### src/rtl/esteer_pkg.sv
package esteer_pkg;

    localparam int unsigned LANES = 4;

    typedef enum logic [1:0] {
        ORD_LE        = 2'd0,
        ORD_BE_DATA   = 2'd1,
        ORD_BE_ADDR   = 2'd2,
        ORD_HALF_SWAP = 2'd3
    } order_e;

    typedef enum logic [1:0] {
        SZ_B   = 2'd0,
        SZ_H   = 2'd1,
        SZ_W   = 2'd2,
        SZ_BAD = 2'd3
    } size_e;

    // Map a slot (byte offset from the base lane) to the value byte it
    // carries. Every mapping is its own inverse, so loads reuse it.
    function automatic logic [1:0] slot_to_byte(order_e mode, logic [1:0] span,
                                                logic [1:0] slot);
        logic [1:0] r;
        r = slot;
        if (mode == ORD_BE_DATA)
            r = span - slot;
        else if (mode == ORD_HALF_SWAP && span == 2'd3)
            r = slot ^ 2'b10;
        return r;
    endfunction

endpackage

### src/rtl/esteer_align.sv
module esteer_align
    import esteer_pkg::*;
(
    input  logic [1:0] addr_lo,
    input  size_e      size,
    input  order_e     mode,
    output logic       err,
    output logic [1:0] base,
    output logic [1:0] span
);
    always_comb begin
        err  = 1'b0;
        base = addr_lo;
        span = 2'd0;
        case (size)
            SZ_B: begin
                span = 2'd0;
                if (mode == ORD_BE_ADDR) base = addr_lo ^ 2'b11;
            end
            SZ_H: begin
                span = 2'd1;
                err  = addr_lo[0];
                if (mode == ORD_BE_ADDR) base = addr_lo ^ 2'b10;
            end
            SZ_W: begin
                span = 2'd3;
                err  = |addr_lo;
            end
            default: begin
                span = 2'd0;
                err  = 1'b1;
            end
        endcase
    end
endmodule

### src/rtl/esteer_store.sv
module esteer_store
    import esteer_pkg::*;
#(
    parameter int unsigned LANE_W = 8,
    localparam int unsigned DATA_W = LANES * LANE_W
) (
    input  order_e            mode,
    input  logic              err,
    input  logic [1:0]        base,
    input  logic [1:0]        span,
    input  logic [DATA_W-1:0] value,
    output logic [LANES-1:0]  lane_en,
    output logic [DATA_W-1:0] lane_data
);
    for (genvar l = 0; l < LANES; l++) begin : g_lane
        logic [1:0] slot;
        logic [1:0] src;
        logic       hit;
        always_comb begin
            slot = 2'(l) - base;
            hit  = !err && (2'(l) >= base) && (slot <= span);
            src  = slot_to_byte(mode, span, slot);
            lane_en[l] = hit;
            lane_data[l*LANE_W +: LANE_W] = hit ? value[src*LANE_W +: LANE_W]
                                                : '0;
        end
    end
endmodule

### src/rtl/esteer_load.sv
module esteer_load
    import esteer_pkg::*;
#(
    parameter int unsigned LANE_W = 8,
    localparam int unsigned DATA_W = LANES * LANE_W
) (
    input  order_e            mode,
    input  logic              err,
    input  logic              sign_ext,
    input  logic [1:0]        base,
    input  logic [1:0]        span,
    input  logic [DATA_W-1:0] rdata,
    output logic [DATA_W-1:0] value
);
    logic [DATA_W-1:0] gathered;
    logic              top_bit;

    for (genvar k = 0; k < LANES; k++) begin : g_byte
        logic [1:0] slot;
        logic [1:0] lane;
        always_comb begin
            slot = slot_to_byte(mode, span, 2'(k));
            lane = base + slot;
            gathered[k*LANE_W +: LANE_W] = rdata[lane*LANE_W +: LANE_W];
        end
    end

    always_comb begin
        top_bit = sign_ext && gathered[span*LANE_W + (LANE_W-1)];
        value   = '0;
        for (int k = 0; k < LANES; k++) begin
            if (2'(k) <= span)
                value[k*LANE_W +: LANE_W] = gathered[k*LANE_W +: LANE_W];
            else
                value[k*LANE_W +: LANE_W] = {LANE_W{top_bit}};
        end
        if (err) value = '0;
    end
endmodule

### src/rtl/endian_lane_steer.sv
module endian_lane_steer
    import esteer_pkg::*;
#(
    parameter int unsigned ADDR_W = 32,
    parameter int unsigned LANE_W = 8,
    localparam int unsigned DATA_W = LANES * LANE_W
) (
    input  logic              clk,
    input  logic              rst_n,
    input  logic [ADDR_W-1:0] acc_addr,
    input  logic [1:0]        acc_size,
    input  logic              acc_write,
    input  logic              acc_signed,
    input  logic [1:0]        order_mode,
    input  logic [DATA_W-1:0] st_data,
    output logic [LANES-1:0]  bus_be,
    output logic [DATA_W-1:0] bus_wdata,
    input  logic [DATA_W-1:0] bus_rdata,
    input  logic              bus_rvalid,
    output logic [DATA_W-1:0] ld_data,
    output logic              align_err
);
    typedef struct packed {
        logic [DATA_W-1:0] result;
    } steer_state_t;

    steer_state_t state_d, state_q;

    order_e            mode;
    size_e             size;
    logic              err;
    logic [1:0]        base;
    logic [1:0]        span;
    logic [DATA_W-1:0] load_val;

    assign mode = order_e'(order_mode);
    assign size = size_e'(acc_size);

    esteer_align u_align (
        .addr_lo (acc_addr[1:0]),
        .size    (size),
        .mode    (mode),
        .err     (err),
        .base    (base),
        .span    (span)
    );

    esteer_store #(.LANE_W(LANE_W)) u_store (
        .mode      (mode),
        .err       (err),
        .base      (base),
        .span      (span),
        .value     (st_data),
        .lane_en   (bus_be),
        .lane_data (bus_wdata)
    );

    esteer_load #(.LANE_W(LANE_W)) u_load (
        .mode     (mode),
        .err      (err),
        .sign_ext (acc_signed),
        .base     (base),
        .span     (span),
        .rdata    (bus_rdata),
        .value    (load_val)
    );

    always_comb begin
        state_d = state_q;
        if (bus_rvalid && !acc_write) state_d.result = load_val;
    end

    always_ff @(posedge clk or negedge rst_n) begin
        if (!rst_n) state_q <= '0;
        else        state_q <= state_d;
    end

    assign ld_data   = state_q.result;
    assign align_err = err;
endmodule

### config.mk
export PLATFORM = sky130hd
export DESIGN_NAME = endian_lane_steer
export DESIGN_NICKNAME = d
export VERILOG_FILES = /design/src/rtl/esteer_pkg.sv /design/src/rtl/esteer_align.sv /design/src/rtl/esteer_store.sv /design/src/rtl/esteer_load.sv /design/src/rtl/endian_lane_steer.sv
export SDC_FILE = /design/constraint.sdc
export NUM_CORES = 1
export LEC_CHECK = 0
export BUFFER_PORTS_ARGS = -buffer_cell sky130_fd_sc_hd__clkbuf_2
export CAP_MARGIN = 30
export CORE_MARGIN = 4
export CORE_UTILIZATION = 45
export CTS_CLUSTER_SIZE = 10
export DETAILED_ROUTE_END_ITERATION = 6
export PLACE_DENSITY = 0.77
export SYNTH_ARGS = -nofsm -noshare
export SYNTH_HDL_FRONTEND = slang
export SYNTH_SLANG_ARGS = --single-unit
### constraint.sdc
create_clock -name clk -period 3.7 [get_ports clk]
set_input_delay 0.37 -clock clk [delete_from_list [all_inputs] [get_ports clk]]
set_output_delay 0.37 -clock clk [all_outputs]
set_load 0.05 [all_outputs]
==> run summary <==
Worst setup startpoint: acc_size[1]
Hold Crit Class: in2async
Worst reg2reg endpoint: ld_data[28]
Largest net degree at the start of global routing: 33
Number of register bits inferred by synthesis: 32
HPWL after detailed placement: 9.79 mm
Initial antenna violation count: 0
Number of nets still failing antenna checks after routing: 0
Max FFs per register: 32
Final Hold Viols: 0
Clock root buffer: clkbuf_8
Reg-to-reg slack, setup: 2.68 ns
Syn. warnings: 0
All-Layer GR Usage: 24.5%
Net Switching: 1.08 mW
Type of element launching the critical path: input port
Commonest cells in the netlist: mux2i_1, nand2_1, nor2_1
R2R depth: 3
Weighted congestion reported at the end of routability-driven placement: 0.904
CP endpoint kind: output port
Layout cell share with drive strength beyond 1: 41.8%
Worst clock skew on the final layout: 0 ns
Avg Synthesized Cell Area: 8.51 um^2
Clock tree from TritonCTS: built
Number of placed I/O pins: 174
Leakage power: 2.67 nW
Critical path destination: bus_wdata[7]
DIE AREA: 0.00995 mm^2
Startpoint of the worst-slack reg-to-reg timing path: ld_data[28]
Ys flop type: dfrtp_1
Fill count: 713
Detailed-route vias per instance: 5.78
Final design area excluding fillers: 0.00515 mm^2
Power density over the cells: 414 mW/mm^2
Die X-Extent: 99.8 um
Leading cell type by number of instances after synthesis: mux2i_1
Clock power frac: 13.7%
Router iterations before antenna repair: 5
Num rows: 33
Syn Std Cell Area: 0.00379 mm^2
Setup CP Type: in2out
Switching portion of total power: 50.8%
Measured slew at the worst slew-check pin: 0.854 ns
Std-Cell Core Area: 0.00822 mm^2
WHS: 0.178 ns
Share of total power in sequential cells: 21.5%
Gate power share: 64.8%
Total cell area at the placement stage: 0.00496 mm^2
Area growth, synth to finish: 36.0%
CP max FO: 8
Clk sinks: 32
Total grt overflow: 0
Post-Syn Instances: 445
Routed vias: 4021
Final Core Density: 62.7%
Leading area contributor after synthesis: dfrtp_1
Vias in the first global route: 4034
Count of hold buffers inserted by post-cts repair: 0
Final Setup Violations: 0
# DRC: 0
Outcome: complete, no violations
Net count after synthesis: 567
H-tree Lvls: 2
Clock transition time at the flip-flop clock pins of the worst setup and hold paths: 0.07 ns
Initial core utilization: 46.1%
Nets: 712
Routed Wire Length: 12.7 mm
Max-cap violations: 0
Post-Place Cells: 687
Synth top area cells: dfrtp_1, mux2i_1, nand2_1
Asr flop ratio synth: 100%
TritonCTS buffer count: 5
Achievable Freq: 0.276 GHz
Number of enable-type register cells in the synthesized netlist: 0
Fin cells: 696
Port Buf Inserts: 143
Portion of synthesized cell area occupied by the leading cell type: 21.1%
Buffers from clock root to sink, at most: 2
Wire length of the first global-routing pass: 19.8 mm
Endpoint arrival time on the critical path: 3.25 ns
Chip height: 99.8 um
ANT cells: 0
Sequential-to-total area share from yosys stat: 21.1%
Max-slew violations: 0
Post-synthesis cell type count: 51
Number of violations reported at the end of detailed-routing iteration 0: 178
Share of the clock period used by the worst path after layout: 97.9%
Final critical path time including I/O delays and setup: 3.62 ns
Wire length per cell after detailed routing: 18.3 um
Relative slew slack: 43.0%
Required time at the worst-slack endpoint: 3.33 ns
Later-pin clock latency in the skew report: 0.29 ns
Maximum ir drop on the vdd rail: 0.303 mV
P_int: 1.05 mW
[per-stage QoR]
stage | TNS [ns] | setup slack, ns | power [mW]
finish | 0 | 0.0760 | 2.13
global route | -0.220 | -0.0408 | 2.24
CTS | 0 | 0.00376 | 2.12
detailed placement | -0.208 | -0.0344 | 1.82
global placement | 0 | 0.0488 | 1.80
floorplan | -2.86 | -0.434 | 1.43
[logic make-up after synthesis]
logic type / synth area share (%)
and+or+nand+nor: 17.3
AOI/OAI and AO/OA: 18.7
muxes: 26.5
buffers and inverters: 6.44
DFF: 21.1
adders and majority gates: 6.21
xor gates and xnor gates: 3.83
[final cells by class]
type | count | area [um^2] | area share [%]
clock inverters | 2 | 10.0 | 0.194
inverters | 18 | 67.6 | 1.31
well taps | 105 | 131 | 2.55
repair buffers | 170 | 1110 | 21.5
clock buffers | 6 | 82.6 | 1.60
multi-input cells | 363 | 2950 | 57.3
flip-flops and latches | 32 | 801 | 15.5
[worst max-delay path: stages]
cell and delay [ns]:
clkbuf_2 0.09, inv_1 0.13, ha_2 0.22, nand3b_1 0.13, mux2_4 0.37, ha_4 0.29, inv_1 0.06, fa_1 0.48
o2bb2ai_2 0.17, a22o_1 0.20, buf_12 0.13, mux2_2 0.35, nor2_4 0.07, buf_4 0.19
[timing repair]
item                                    4_1_cts  5_1_grt
buffers inserted                              0        1
resized for setup                             8       24
endpoints found under the setup margin        8       16
cloned                                        0        0
pin swaps                                     0        3
[power by group through the flow]
stage               combinational, mW  clock (mW)  sequential (mW)
global placement                 1.33           0            0.464
global route                     1.47       0.308            0.464
CTS                              1.37       0.292            0.457
finish                           1.38       0.292            0.458
floorplan                       0.744           0            0.685
detailed placement               1.36           0            0.462
[worst min-delay path by stage]
stage                        endpoint  cells after the start  slack (ns)       start
after floorplan            ld_data[0]                      0        0.07       rst_n
after global placement     ld_data[2]                      2        0.47  ld_data[2]
after detailed placement   ld_data[3]                      2        0.48  ld_data[3]
after CTS                 ld_data[21]                      1        0.20       rst_n
after global routing      ld_data[21]                      1        0.22       rst_n
final                     ld_data[21]                      1        0.18       rst_n
[cells in the final DEF (no fill, tap or decap), types with 3 or more instances in the layout]
master    instances
a2111o_1          8
a211oi_1          5
a211oi_2         11
a21oi_1          27
a22o_1            9
a22oi_1           7
buf_12           11
buf_4            25
buf_6             3
clkbuf_2        128
clkbuf_8          6
dfrtp_1          32
fa_1              3
ha_1             11
inv_1            16
mux2_2           21
mux2i_1          74
nand2_1          64
nand2b_1          4
nor2_1           27
nor2_4            8
nor2b_1           9
o21ai_0          12
o221ai_1          9
or2_2             7
or3_1             8
xor2_2            3
[metal layers]
layer  track usage (%)  part of all wire (%)  vias to the layer above
met5                 0                     0                        -
met4              7.35                   2.2                        0
met3              3.37                   7.2                       23
met2              43.1                    50                      171
met1              30.9                    41                     1932
li1                  -                     -                     1895
Note: power is estimated with default switching activity, not from simulation.
